===== src/rtl/ctc_pkg.sv =====
package ctc_pkg;

  typedef enum int {
    CH_LO = 0,
    CH_HI = 1
  } chan_id_e;

  localparam int NUM_CHAN = 2;

  // Width of the prescaler bit field that must be all ones for a tap to fire.
  function automatic int tap_shift(input int sel, input int base, input int step);
    return base + step * sel;
  endfunction

endpackage


===== src/rtl/ctc_prescaler.sv =====
module ctc_prescaler #(
  parameter int SEL_W    = 2,
  parameter int TAP_BASE = 1,
  parameter int TAP_STEP = 2
) (
  input  logic             clk,
  input  logic             rst,
  input  logic             clr,
  input  logic [SEL_W-1:0] sel,
  output logic             tick
);
  localparam int NUM_TAPS = 1 << SEL_W;
  localparam int PRE_W    = ctc_pkg::tap_shift(NUM_TAPS - 1, TAP_BASE, TAP_STEP);

  logic [PRE_W-1:0]    pre_cnt;
  logic [NUM_TAPS-1:0] tap_hit;

  always_ff @(posedge clk) begin
    if (rst || clr) pre_cnt <= '0;
    else            pre_cnt <= pre_cnt + PRE_W'(1);
  end

  for (genvar g = 0; g < NUM_TAPS; g++) begin : g_tap
    localparam int SH = ctc_pkg::tap_shift(g, TAP_BASE, TAP_STEP);
    assign tap_hit[g] = &pre_cnt[SH-1:0];
  end

  assign tick = tap_hit[sel];

  AST_TICK_GAP: assert property (@(posedge clk) disable iff (rst)
    tick |=> !tick);

  AST_CLR_NO_TICK: assert property (@(posedge clk) disable iff (rst)
    clr |=> !tick);

endmodule


===== src/rtl/ctc_edge_sync.sv =====
module ctc_edge_sync #(
  parameter int STAGES = 2
) (
  input  logic clk,
  input  logic rst,
  input  logic clr,
  input  logic din,
  output logic rise
);
  logic [STAGES-1:0] stage_q;
  logic              prev_q;

  always_ff @(posedge clk) begin
    if (rst || clr) begin
      stage_q <= '0;
      prev_q  <= 1'b0;
    end else begin
      stage_q <= {stage_q[STAGES-2:0], din};
      prev_q  <= stage_q[STAGES-1];
    end
  end

  assign rise = stage_q[STAGES-1] & ~prev_q;

  AST_RISE_ISOLATED: assert property (@(posedge clk) disable iff (rst)
    rise |=> !rise);

endmodule


===== src/rtl/ctc_channel.sv =====
module ctc_channel #(
  parameter int CNT_W    = 16,
  parameter bit HAS_WAVE = 1'b0,
  parameter int CMP_SET  = 0,
  parameter int CMP_CLR  = 1 << (CNT_W - 1)
) (
  input  logic             clk,
  input  logic             rst,
  input  logic             clr,
  input  logic             start,
  input  logic             stop,
  input  logic             step,
  output logic [CNT_W-1:0] count,
  output logic             wave
);
  localparam logic [CNT_W-1:0] SET_V = CNT_W'(CMP_SET);
  localparam logic [CNT_W-1:0] CLR_V = CNT_W'(CMP_CLR);

  logic             en_q;
  logic [CNT_W-1:0] nxt;
  logic             adv;

  assign nxt = count + CNT_W'(1);
  assign adv = en_q & step;

  always_ff @(posedge clk) begin
    if (rst)        en_q <= 1'b0;
    else if (stop)  en_q <= 1'b0;
    else if (start) en_q <= 1'b1;
  end

  always_ff @(posedge clk) begin
    if (rst || clr) count <= '0;
    else if (adv)   count <= nxt;
  end

  if (HAS_WAVE) begin : g_wave
    logic wave_q;
    always_ff @(posedge clk) begin
      if (rst || clr)  wave_q <= 1'b0;
      else if (adv) begin
        if (nxt == SET_V)      wave_q <= 1'b1;
        else if (nxt == CLR_V) wave_q <= 1'b0;
      end
    end
    assign wave = wave_q;

    AST_WAVE_RISE: assert property (@(posedge clk) disable iff (rst)
      $rose(wave) |-> count == SET_V);

    AST_WAVE_FALL: assert property (@(posedge clk) disable iff (rst)
      ($fell(wave) && !$past(clr)) |-> count == CLR_V);
  end else begin : g_nowave
    assign wave = 1'b0;
  end

  AST_HOLD_WHEN_OFF: assert property (@(posedge clk) disable iff (rst)
    (!en_q && !clr) |=> $stable(count));

  AST_SYNC_CLEAR: assert property (@(posedge clk) disable iff (rst)
    clr |=> count == '0);

endmodule


===== src/rtl/chained_time_counter.sv =====
module chained_time_counter #(
  parameter int CNT_W       = 16,
  parameter int SEL_W       = 2,
  parameter int TAP_BASE    = 1,
  parameter int TAP_STEP    = 2,
  parameter int SYNC_STAGES = 2
) (
  input  logic             clk,
  input  logic             rst,
  input  logic [SEL_W-1:0] div_sel,
  input  logic [1:0]       chan_start,
  input  logic [1:0]       chan_stop,
  input  logic             sync_all,
  output logic [CNT_W-1:0] lo_count,
  output logic [CNT_W-1:0] hi_count,
  output logic             lo_wave
);
  import ctc_pkg::*;

  localparam int HALF = 1 << (CNT_W - 1);

  logic tick;
  logic hi_step;
  logic unused_hi_wave;

  ctc_prescaler #(
    .SEL_W   (SEL_W),
    .TAP_BASE(TAP_BASE),
    .TAP_STEP(TAP_STEP)
  ) u_pre (
    .clk (clk),
    .rst (rst),
    .clr (sync_all),
    .sel (div_sel),
    .tick(tick)
  );

  ctc_channel #(
    .CNT_W   (CNT_W),
    .HAS_WAVE(1'b1),
    .CMP_SET (0),
    .CMP_CLR (HALF)
  ) u_lo (
    .clk  (clk),
    .rst  (rst),
    .clr  (sync_all),
    .start(chan_start[CH_LO]),
    .stop (chan_stop[CH_LO]),
    .step (tick),
    .count(lo_count),
    .wave (lo_wave)
  );

  ctc_edge_sync #(
    .STAGES(SYNC_STAGES)
  ) u_sync (
    .clk (clk),
    .rst (rst),
    .clr (sync_all),
    .din (lo_wave),
    .rise(hi_step)
  );

  ctc_channel #(
    .CNT_W   (CNT_W),
    .HAS_WAVE(1'b0),
    .CMP_SET (0),
    .CMP_CLR (HALF)
  ) u_hi (
    .clk  (clk),
    .rst  (rst),
    .clr  (sync_all),
    .start(chan_start[CH_HI]),
    .stop (chan_stop[CH_HI]),
    .step (hi_step),
    .count(hi_count),
    .wave (unused_hi_wave)
  );

  AST_HI_SINGLE_STEP: assert property (@(posedge clk) disable iff (rst)
    !sync_all |=> (hi_count == $past(hi_count) ||
                   hi_count == $past(hi_count) + CNT_W'(1)));

  AST_LO_SINGLE_STEP: assert property (@(posedge clk) disable iff (rst)
    !sync_all |=> (lo_count == $past(lo_count) ||
                   lo_count == $past(lo_count) + CNT_W'(1)));

endmodule


===== config.mk =====
export PLATFORM = sky130hd
export DESIGN_NAME = chained_time_counter
export DESIGN_NICKNAME = d
export VERILOG_FILES = /design/src/rtl/ctc_pkg.sv /design/src/rtl/ctc_prescaler.sv /design/src/rtl/ctc_edge_sync.sv /design/src/rtl/ctc_channel.sv /design/src/rtl/chained_time_counter.sv
export SDC_FILE = /design/constraint.sdc
export NUM_CORES = 1
export LEC_CHECK = 0
export CAP_MARGIN = 20
export CELL_PAD_IN_SITES_DETAIL_PLACEMENT = 1
export CELL_PAD_IN_SITES_GLOBAL_PLACEMENT = 1
export CORE_ASPECT_RATIO = 1.5
export CORE_MARGIN = 3
export CORE_UTILIZATION = 40
export CTS_BUF_LIST = sky130_fd_sc_hd__clkbuf_4
export DETAILED_ROUTE_END_ITERATION = 8
export MAX_ROUTING_LAYER = met4
export PLACE_DENSITY = 0.87
export REMOVE_ABC_BUFFERS = 1
export SETUP_SLACK_MARGIN = 0.5
export SYNTH_ARGS = -nofsm -noshare
export SYNTH_HDL_FRONTEND = slang
export SYNTH_HIERARCHICAL = 1
export SYNTH_SLANG_ARGS = --single-unit

===== constraint.sdc =====
create_clock -name clk -period 3.6 [get_ports clk]
set_input_delay 1.08 -clock clk [delete_from_list [all_inputs] [get_ports clk]]
set_output_delay 1.08 -clock clk [all_outputs]
set_load 0.02 [all_outputs]

==> run_results.csv <==
group,metric,value,unit
outcome,status,"complete, no violations",
clock_network,tritoncts,"done",
sta,setup_tns,0,ns
critical_path,crit_slowest_cell,"or3_1",
power,leakage,0.944,nW
clock_network,clk_latency,0.36,ns
clock_network,cts.clk_slew.worst_paths,0.16,ns
grt,antenna_found_initial,0,
power,pwr-share-clk,0.323,
clock_network,cts_htree_levels,2,
finish,drive_gt1_frac,0.0918,
power,power_frac_comb,0.039,
critical_path,crit_family,"simple AND/OR/NAND/NOR gates",
critical_path,setup.worst_path.start_class,"input port",
critical_path,worstPathMaxFanout,4,
synth,netlist_area,2220,µm²
sta,final_hold_viol_count,0,
finish,syn_to_final_growth,22.4,%
grt,grt_pass1_vias,2090,
grt,grt_usage,0.182,
critical_path,r2r_setup_slack,1.09,ns
detailed_routing,drc_errors,0,
sta,fin_worst_skew,0.0235,ns
critical_path,cp_data_arrival_time,2.99,ns
sta,min_period,2.73,ns
grt,grt_pass1_wl,9.26,mm
power,ir_drop,0.000173,V
sta,max_freq,0.366,GHz
finish,nFillCells,630,
detailed_routing,antenna_left,0,
floorplanning,initial_core_util,0.423,
power,internal-power,0.594,mW
detailed_routing,via_per_inst,5.34,
placed_design,io_buffers,41,
detailed_routing,drt-pass1-iter-count,3,
critical_path,worst-setup-path-type,"input port to flop",
critical_path,path_buf_inv,1,
placed_design,gp_congestion,0.804,
clock_network,clockBufferDepth,2,
min_path,hold-path-endpoint,"u_sync/stage_q[1]",
finish,layout.nets,308,
floorplanning,die_y,97.3,µm
power,power_density,290,nW/µm²
floorplanning,rows,32,
power,swShare,0.247,
sta,tightest_slew,0.604,ns
detailed_routing,routed-via-count,1932,
finish,mostFrequentLayoutCells,"dfxtp_1 (45), clkdlybuf4s50_1 (40), nor2_1 (37), nand3_1 (18), nand2_1 (17)",
critical_path,cp_common_cell,"nand2_1",
synth,avgSynthCellArea,8.78,µm²
critical_path,rr_worst_depth,6,
detailed_routing,routedWlPerCell,14.2,µm
sta,drv_slew,0,
sta,maxSlewHeadroom,0.594,
grt,grt_max_degree,19,
detailed_routing,drtIter0Drc,74,
clock_network,cts_buffers,5,
sta,rsz0062_at_grt,"no",
run,drv_cap,0,
clock_network,cts.sink_count,45,
floorplanning,io_pins,42,
sta,timing.final.crit_share,0.759,
min_path,hold_class,"flop to flop",
synth,syn_inst,253,
clock_network,cts-root-buf,"clkbuf_4",
power,power.total,0.788,mW
synth,synth.yosys.warnings,6,
clock_network,postCtsSetupBuffers,0,
critical_path,r2r-start,"u_lo/count[0]",
floorplanning,die_x,66.8,µm
sta,setup-violations-final,0,
critical_path,critical_path_required,3.86,ns
min_path,hp-start,"u_sync/stage_q[0]",
min_path,hold_path_depth,1,
power,seq_power_share,0.638,
critical_path,r2r-end,"u_lo/wave",
floorplanning,design.die.area,6500,µm²
placed_design,dp_hpwl,3.89,mm
critical_path,crit_chain,"dlymetal6s2s_1 > nand2_1 > or3_1 > a31oi_4 > and2_1 > nand2_1 > a2111o_1 > nor3_2 > mux2_2",
finish,layout_commonest_cell,"dfxtp_1",
critical_path,end_kind,"flop",
critical_path,slowest_delay,0.40,ns
finish,n_antenna_cell,0,
floorplanning,core,5250,µm²
power,p_switching,0.194,mW
detailed_routing,wl,5.13,mm
grt,grt_overflow,0,
[worst reg2reg max path: stages, from the launching register on]
cell and delay (ns):
dfxtp_1 0.52, ha_1 0.30, nand2_1 0.13, or4_1 0.56, a2111o_1 0.39, nor3_2 0.16
mux2_2 0.35
[per-stage QoR]
stage	area [µm²]	setup WS, ns	utilization	hold WS (ns)	cells
final	2720	0.869	0.518	0.466	362
after global routing	2720	0.787	0.518	0.476	362
after CTS	2710	0.502	0.516	0.466	362
after detailed placement	2640	0.0571	0.503	0.462	354
after global placement	2640	0.145	0.503	0.445	354
after floorplan	2130	0.683	-	0.426	243
[power groups by stage]
stage          clock, mW  combinational, mW  sequential [mW]
2_1_floorplan          0             0.0120            0.513
5_1_grt            0.294             0.0338            0.504
6_report           0.254             0.0306            0.503
4_1_cts            0.267             0.0305            0.503
3_5_place_dp           0             0.0298            0.514
3_3_place_gp           0             0.0290            0.514
[routing by layer]
metal / part of all wire / wire length (µm) / GRT usage
met4: 0.021 / 106 / 0.0673
met3: 0.032 / 164 / 0.0428
met1: 0.40 / 2070 / 0.190
met2: 0.54 / 2790 / 0.321
met5: 0 / 0 / -
[state kept, by name (all words and copies together) (netlist names)]
register        count
u_hi/count         16
u_hi/en_q           1
u_lo/count         16
u_lo/en_q           1
u_lo/wave           1
u_pre/pre_cnt       7
u_sync/prev_q       1
u_sync/stage_q      2
[worst max path at each step]
stage	start	to	slack [ns]	depth (start not counted)
6_report	div_sel[0]	u_lo/wave	0.87	9
5_1_grt	div_sel[0]	u_lo/wave	0.79	9
4_1_cts	div_sel[0]	u_lo/wave	0.50	9
3_5_place_dp	div_sel[0]	u_lo/wave	0.06	9
3_3_place_gp	div_sel[0]	u_lo/wave	0.14	9
2_1_floorplan	div_sel[0]	u_lo/wave	0.68	8
[timing repair]
| item | in CTS | in global routing |
|---|---|---|
| resized for setup | 1 | 2 |
| cloned | 0 | 0 |
| hold buffers | 0 | 0 |
| endpoints found under the setup margin | 1 | 4 |
[area by class of cell]
| type | instances | area [µm²] | share of cell area |
|---|---|---|---|
| clock buffer | 5 | 37.5 | 0.0138 |
| clock inverter | 3 | 25.0 | 0.00920 |
| inverter | 4 | 15.0 | 0.00552 |
| multi-input combinational | 194 | 1230 | 0.451 |
| sequential | 45 | 901 | 0.331 |
| tap | 68 | 85.1 | 0.0313 |
| timing repair buffer | 43 | 428 | 0.157 |
Power figures use the tool's default switching activity.
